File: src/rtl/cas_pkg.sv
package cas_pkg;
  typedef enum logic [2:0] {
    ST_IDLE = 3'd0,
    ST_DEB  = 3'd1,
    ST_HOLD = 3'd2,
    ST_PWR  = 3'd3,
    ST_DATA = 3'd4
  } cas_state_e;
endpackage

File: src/rtl/cas_pin_decode.sv
module cas_pin_decode #(
  parameter int NPINS = 2,
  localparam int IDXW = (NPINS > 1) ? $clog2(NPINS) : 1
) (
  input  logic [NPINS-1:0] rd,
  input  logic [NPINS-1:0] ra,
  input  logic [NPINS-1:0] open_f,
  output logic [NPINS-1:0] sink,
  output logic             single,
  output logic [IDXW-1:0]  sink_idx
);
  // a pin in the marker window is never a sink pin
  for (genvar g = 0; g < NPINS; g++) begin : g_pin
    assign sink[g] = rd[g] & ~ra[g] & ~open_f[g];
  end

  assign single = ($countones(sink) == 1);

  always_comb begin
    sink_idx = '0;
    for (int i = 0; i < NPINS; i++) begin
      if (sink[i]) sink_idx = i[IDXW-1:0];
    end
  end
endmodule

File: src/rtl/cas_tick_timer.sv
module cas_tick_timer #(
  parameter int LIMIT = 150,
  localparam int W = $clog2(LIMIT + 1)
) (
  input  logic clk,
  input  logic rst_n,
  input  logic clr,
  input  logic tick,
  output logic done
);
  localparam logic [W-1:0] LIM = W'(LIMIT);
  logic [W-1:0] cnt;

  always_ff @(posedge clk or negedge rst_n) begin
    if (!rst_n)               cnt <= '0;
    else if (clr)             cnt <= '0;
    else if (tick && !done)   cnt <= cnt + 1'b1;
  end

  assign done = (cnt == LIM);
endmodule

File: src/rtl/cas_attach_seq.sv
module cas_attach_seq
  import cas_pkg::*;
#(
  parameter int ATTACH_MS = 150,
  parameter int DETACH_MS = 4,
  parameter int DSW_MS    = 900
) (
  input  logic       clk,
  input  logic       rst_n,
  input  logic       ms_tick,
  input  logic [1:0] cc_rd,
  input  logic [1:0] cc_ra,
  input  logic [1:0] cc_open,
  input  logic       vbus_safe0v,
  input  logic       fault,
  input  logic       cc_pu_off,
  output logic       conv_en,
  output logic       dsw_en,
  output logic       orient,
  output logic       req_5v
);
  localparam int NPINS = 2;

  cas_state_e state, state_nx;
  logic [NPINS-1:0] sink;
  logic             single;
  logic             sink_idx;
  logic             orient_q;
  logic             deb_done, dsw_done, det_done;
  logic             act_sink, act_open, sourcing;

  cas_pin_decode #(.NPINS(NPINS)) dec_i (
    .rd(cc_rd), .ra(cc_ra), .open_f(cc_open),
    .sink(sink), .single(single), .sink_idx(sink_idx)
  );

  assign act_sink = sink[orient_q];
  assign act_open = cc_open[orient_q];
  assign sourcing = (state == ST_PWR) || (state == ST_DATA);

  cas_tick_timer #(.LIMIT(ATTACH_MS)) deb_tmr_i (
    .clk(clk), .rst_n(rst_n), .clr(state != ST_DEB),
    .tick(ms_tick), .done(deb_done)
  );

  cas_tick_timer #(.LIMIT(DSW_MS)) dsw_tmr_i (
    .clk(clk), .rst_n(rst_n), .clr(state != ST_PWR),
    .tick(ms_tick), .done(dsw_done)
  );

  cas_tick_timer #(.LIMIT(DETACH_MS)) det_tmr_i (
    .clk(clk), .rst_n(rst_n), .clr(!(sourcing && act_open)),
    .tick(ms_tick), .done(det_done)
  );

  always_comb begin
    state_nx = state;
    unique case (state)
      ST_IDLE: if (single && !fault && !cc_pu_off) state_nx = ST_DEB;
      ST_DEB: begin
        if (fault || cc_pu_off || !single || (sink_idx != orient_q))
          state_nx = ST_IDLE;
        else if (deb_done)
          state_nx = vbus_safe0v ? ST_PWR : ST_HOLD;
      end
      ST_HOLD: begin
        if (fault || !act_sink) state_nx = ST_IDLE;
        else if (vbus_safe0v)   state_nx = ST_PWR;
      end
      ST_PWR: begin
        if (fault || det_done) state_nx = ST_IDLE;
        else if (dsw_done)     state_nx = ST_DATA;
      end
      ST_DATA: if (fault || det_done) state_nx = ST_IDLE;
      default: state_nx = ST_IDLE;
    endcase
  end

  always_ff @(posedge clk or negedge rst_n) begin
    if (!rst_n) begin
      state    <= ST_IDLE;
      orient_q <= 1'b0;
    end else begin
      state <= state_nx;
      if (state == ST_IDLE) orient_q <= sink_idx;
    end
  end

  assign conv_en = sourcing;
  assign dsw_en  = (state == ST_DATA);
  assign req_5v  = sourcing;
  assign orient  = (state != ST_IDLE) & orient_q;
endmodule

File: config.mk
export PLATFORM = sky130hd
export DESIGN_NAME = cas_attach_seq
export DESIGN_NICKNAME = d
export VERILOG_FILES = /design/src/rtl/cas_pkg.sv /design/src/rtl/cas_pin_decode.sv /design/src/rtl/cas_tick_timer.sv /design/src/rtl/cas_attach_seq.sv
export SDC_FILE = /design/constraint.sdc
export NUM_CORES = 1
export LEC_CHECK = 0
export BUFFER_PORTS_ARGS = -buffer_cell sky130_fd_sc_hd__buf_2
export CAP_MARGIN = 30
export CORE_MARGIN = 5
export CORE_UTILIZATION = 28
export DETAILED_ROUTE_END_ITERATION = 7
export GPL_ROUTABILITY_DRIVEN = 0
export RECOVER_POWER = 25
export SYNTH_ARGS = -nofsm -noshare
export SYNTH_HDL_FRONTEND = slang
export SYNTH_HIERARCHICAL = 1
export SYNTH_SLANG_ARGS = --single-unit
export TNS_END_PERCENT = 100
File: constraint.sdc
create_clock -name clk -period 3.62 [get_ports clk]
set_input_delay 0.181 -clock clk [delete_from_list [all_inputs] [get_ports clk]]
set_output_delay 0.181 -clock clk [all_outputs]
set_load 0.01 [all_outputs]
; ---- Word level (Yosys, flattened, before mapping)
; Index checks and enable logic that the tools add are counted.
; W data, S select, Z words.
[totals]
out_inout_bits = 4
inputBits = 12
ff_bits = 25
[op_classes]
n_lt_le_gt_ge = 1
addsub = 4
reduce_logical = 24
muxes = 21
n_eq_ne = 17
bitwise_logic = 9
[ops]
columns = operator, count
row1 = $eq A32 B2 Y1 const B, 1
row2 = $mux W3, 10
row3 = $mux W10, 2
row4 = $mux W8, 2
row5 = $pmux W3 S5, 1
row6 = $add A10 B1 Y10 const B, 1
row7 = $eq A10 B10 Y1 const B, 1
row8 = $add A8 B1 Y8 const B, 1
row9 = $eq A8 B8 Y1 const B, 1
row10 = $logic_not A1 Y1, 7
row11 = $eq A3 B2 Y1 const B, 2
row12 = $eq A3 B3 Y1 const B, 2
row13 = $logic_and A1 B1 Y1, 6
row14 = $logic_or A1 B1 Y1, 6
row15 = $mux W1, 6
row16 = $ne A3 B1 Y1 const B, 2
row17 = $ne A3 B2 Y1 const B, 2
row18 = $and A1 B1 Y1, 5
row19 = $reduce_and A5 Y1, 1
row20 = $ne A2 B1 Y1 const B, 2
row21 = $not A1 Y1, 4
row22 = $reduce_bool A2 Y1, 2
row23 = $add A3 B1 Y3 const B, 1
row24 = $eq A3 B1 Y1 const B, 1
row25 = 7 further kinds, 7

; ---- Longest topological paths before layout
[logic_depth]
word_depth = 10
mapped_depth = 7
ltp_nobuf = 7

; ---- Hierarchy
; The synthesis kept the hierarchy.
[by_module_without_submodules]
columns = module, n_inst, area_each_um2, cells_per_inst, seq_area_each_um2
row1 = cas_tick_timer (dsw_tmr_i), 1, 601.8, 63, 250.2
row2 = cas_tick_timer (deb_tmr_i), 1, 444.2, 46, 200.2
row3 = cas_attach_seq, 1, 354.1, 37, 100.1
row4 = cas_tick_timer (det_tmr_i), 1, 197.7, 18, 75.1
row5 = cas_pin_decode, 1, 47.5, 4, 0.0

; ---- Least setup slack after synthesis
; No wires, ideal clock.
[synth_path]
path_kind = flip-flop to flip-flop
start = reg dsw_tmr_i.cnt[0]
end = reg state[1]
required_time_ns = 3.534
path_buffers = 0
setup_ns = 0.086
synth_period_minus_slack_ns = 1.677
path_slack_ns = 1.943
path_stages_with_launch = 8
arrival_time_ns = 1.591
cell_sequence = dfrtp_1 -> inv_1 -> ha_1 -> and4bb_2 -> and3_1 -> nor4_1 -> a21oi_1 -> a32oi_1
[synth_between]
elab_chain_cells = 3
[synth_rtl]
columns = element, line
row1 = start: declaration, cas_tick_timer.sv:12  ; logic [W-1:0] cnt;
row2 = start signal: assignment, cas_tick_timer.sv:17  ; else if (tick && !done) cnt <= cnt + 1'b1;
row3 = $eq A10 B10 Y1, cas_tick_timer.sv:20  ; assign done = (cnt == LIM);
row4 = named net dsw_done, cas_attach_seq.sv:29  ; logic deb_done, dsw_done, det_done;
row5 = $ne A3 B1 Y1 (no source line), -
row6 = $reduce_and A5 Y1 (no source line), -
row7 = end signal: assignment, cas_attach_seq.sv:84  ; state <= state_nx;
row8 = end: declaration, cas_attach_seq.sv:24  ; cas_state_e state, state_nx;
; The timed path passes the listed nets, and every way through them passes these cells.
; A chain may end at the register's enable or synchronous reset.

; ---- Final worst setup path
[layout_path]
start = reg state[0]
end = out conv_en
[layout_between]
elab_chain_cells = 2
[layout_rtl]
columns = element, line
row1 = $eq A3 B2 Y1 / $eq A3 B3 Y1 (equally long branches), cas_attach_seq.sv:39  ; assign sourcing = (state == ST_PWR) || (state == ST_DATA);
row2 = $logic_or A1 B1 Y1 *, cas_attach_seq.sv:39
row3 = end: declaration, cas_attach_seq.sv:17  ; output logic conv_en,
; Mark *: on every way between the ends. The rest lies on a longest branch, timed or not.

==> impl_results.md <==
- Warnings, synthesis: 6
- CP max-delay cell: dfrtp_1
- Top delay family on crit path: simple AND/OR/NAND/NOR gates
- Fin crit period: 1.96 ns
- Non-Filler Instances: 259
- Nets@finish: 203
- Async S/R FF share, synth: 1.00
- Postcts setup bufs: 0
- Initial drt markers: 49
- Met2 wire length: 1570 um
- Most common flop cell mapped by yosys: dfrtp_1
- Clk Latency, worst-skew pair: 0.27 ns
- Outcome: finished, final reports clean
- DP HPWL: 2380 um
- Crit. End Element: output pin
- Port Buffers: 15
- Total CTS buffers: 3
- Synthesized area: 0.00165 mm2
- Buf/Inv on CP: 2
- Pin count of the biggest net entering global routing: 26
- Setup WS post-layout: 1.66 ns
- Clock Tree Buf Depth: 2
- Crit-path cells: nand3b_1 -> inv_1 -> or2_2 -> buf_2
- Clk sinks: 25
- Syn Area/Cell: 9.79 um2
- Syn-to-layout area delta: 12.2%
- Post-synth EDFFs: 0
- Placeable Area: 0.00582 mm2
- Yosys reg bits: 25
- Placed cells: 254
- Max Slew Vio Count: 0
- Worst R2R Path Depth: 6
- Post-synthesis cell type count: 56
- Global-route usage over all layers: 0.0956
- Antenna violations before repair: 0
- Via count: 1272
- Worst slack, placed: 1.65 ns
- Relative slew margins: 0.0356
- Commonest non-fill, non-tap cells in the layout: dfrtp_1, a21oi_1, buf_2, nand2_1, inv_1
- Root Driver: clkbuf_8
- Max-cap violations: 0
- Seq/Total Area, Yosys: 0.380
- WL met1: 1650 um
- DIE WIDTH: 86.7 um
- Hold Path Class: in -> reg
- Setup crit start kind: flop
- CTS clock-pin slew for the worst setup and hold paths: 0.09 ns
- Hold depth: 2
- Mapped Cells: 168
- DRT Pass-1 Iters: 4
- Commonest non-fill, non-tap cell in the layout: dfrtp_1
- FP Rows: 28
- Final core occ: 0.317
- CP Max Fanout: 15
- Critical path class: reg -> out
- H-tree depth: 1
- DRT Wirelength: 3280 um
- Number of remaining DRC errors: 0
- # diodes: 0
- Vias per std cell: 4.91
- Setup_tns: 0 ns
- CP required: 3.44 ns
- First-pass GRT wire length: 5950 um
- Critical path depth: 4
- FMAX: 511 MHz
- WP data arrival: 1.78 ns
- # IOs: 16
- Total power: 0.000709 W
- WL/cell: 12.7 um
- Layout cells sized above 1: 0.207
- RSZ-0062 raised after global routing: no
- Cell leakage power: 0.784 nW
- Routed Antenna Nets: 0
- TritonCTS clock tree: done
- Post-Syn Nets: 186
- Worst Tran Pin Value: 1.45 ns
- Initial cell density of the core: 0.283
- Die ar.: 0.00751 mm2
- Max IR drop VDD: 223 uV
- Grt total ovfl: 0
- Pwr Density: 384 mW/mm2
- Top Layer Used: met3
- Crit path largest cell delay: 0.48 ns
- Vias in the first global route: 1300
- Die Span Y: 86.7 um
- Final Setup Violations: 0
- Final worst path period share: 0.540
- Final Hold Vio Count: 0
- Skew final: 0.00850 ns
- Met3 WL: 66 um
[state kept, by name, summed over array words and instances, names as in the netlist]
name,count
dsw_tmr_i/cnt,10
deb_tmr_i/cnt,8
det_tmr_i/cnt,3
state,3
orient_q,1
[path summary, 6_finish.rpt]
kind,startpoint,end,slack (ns)
min in group asynchronous,rst_n,deb_tmr_i/cnt[5]$_DFFE_PN0P_,0.77
hold reg to reg,deb_tmr_i/cnt[7]$_DFFE_PN0P_,deb_tmr_i/cnt[7]$_DFFE_PN0P_,0.57
setup reg to reg,state[0]$_DFFE_PN0P_,det_tmr_i/cnt[0]$_DFFE_PN0P_,1.67
setup / recovery,state[0]$_DFFE_PN0P_,conv_en,1.66
hold / removal,fault,state[2]$_DFFE_PN0P_,0.15
max in group asynchronous,rst_n,orient_q$_DFFE_PN0P_,2.00
[cell type report]
class | count | area (um2)
clock buffers | 4 | 45.0
fillers | 632 | 3970
inverters | 9 | 33.8
multi-input cells | 130 | 963
flip-flops and latches | 25 | 626
well taps | 75 | 93.8
repair buffers | 16 | 83.8
[where the power goes]
group	internal [W]	total (W)	switching, W	leakage [nW]
Sequential	0.000302	0.000341	0.0000392	0.345
Clock	0.0000788	0.000172	0.0000931	0.0228
Combinational	0.0000897	0.000196	0.000106	0.416
[routing by layer]
metal / track usage / up-vias
met3: 0.0228 / 0
met2: 0.155 / 7
li1: - / 652
met1: 0.131 / 613
met5: 0 / -
met4: 0.0156 / 0
[cell families (layout without fill, tap and decap cells)]
| group | count (synthesis) | in the layout | share of synthesized area |
|---|---|---|---|
| adders and majority gates | 6 | 6 | 0.0456 |
| buffers and inverters | 13 | 29 | 0.0342 |
| DFF | 25 | 25 | 0.380 |
| muxes | 5 | 5 | 0.0357 |
| AOI/OAI and AO/OA | 42 | 42 | 0.161 |
| xor gates and xnor gates | 4 | 4 | 0.0213 |
| and+or+nand+nor | 73 | 73 | 0.322 |
[synth_stat cells, types with 2 or more instances]
cell type   n  area (um2)
a21oi_1    20         100
and2_1      3        18.8
and4b_1     2        20.0
buf_4       2        15.0
dfrtp_1    25         626
ha_1        6        75.1
inv_1       9        33.8
mux2_2      2        22.5
nand2_1     9        33.8
nand2b_1    3        18.8
nand3_1     3        15.0
nand3b_1    4        30.0
nand4_1     6        37.5
nor2_1      8        30.0
nor2b_1     4        25.0
nor3_1      3        15.0
nor3b_2     3        37.5
o21a_1      2        15.0
o21ai_0     7        35.0
or2_2       2        12.5
or3_1       7        43.8
xor2_1      4        35.0
[per-stage QoR]
| step | hold slack (ns) | instance area, um2 |
|---|---|---|
| floorplan | -0.115 | 1650 |
| global placement | 0.222 | 1790 |
| detailed placement | 0.235 | 1790 |
| CTS | 0.138 | 1850 |
| global route | 0.163 | 1850 |
| finish | 0.149 | 1850 |
[worst reg2reg max path, cell delays in order, from the launching register on]
cell,delay (ns)
dfrtp_1,0.48
nand3b_1,0.44
inv_1,0.11
or2_2,0.33
nand2_1,0.16
nor2b_1,0.07
mux2_4,0.26
[timing repair]
| item | CTS | global route |
|---|---|---|
| hold endpoints to repair | 25 | 0 |
| resized for setup | 0 | 0 |
| hold buffers | 1 | 0 |
(Power assumes the default switching activity.)
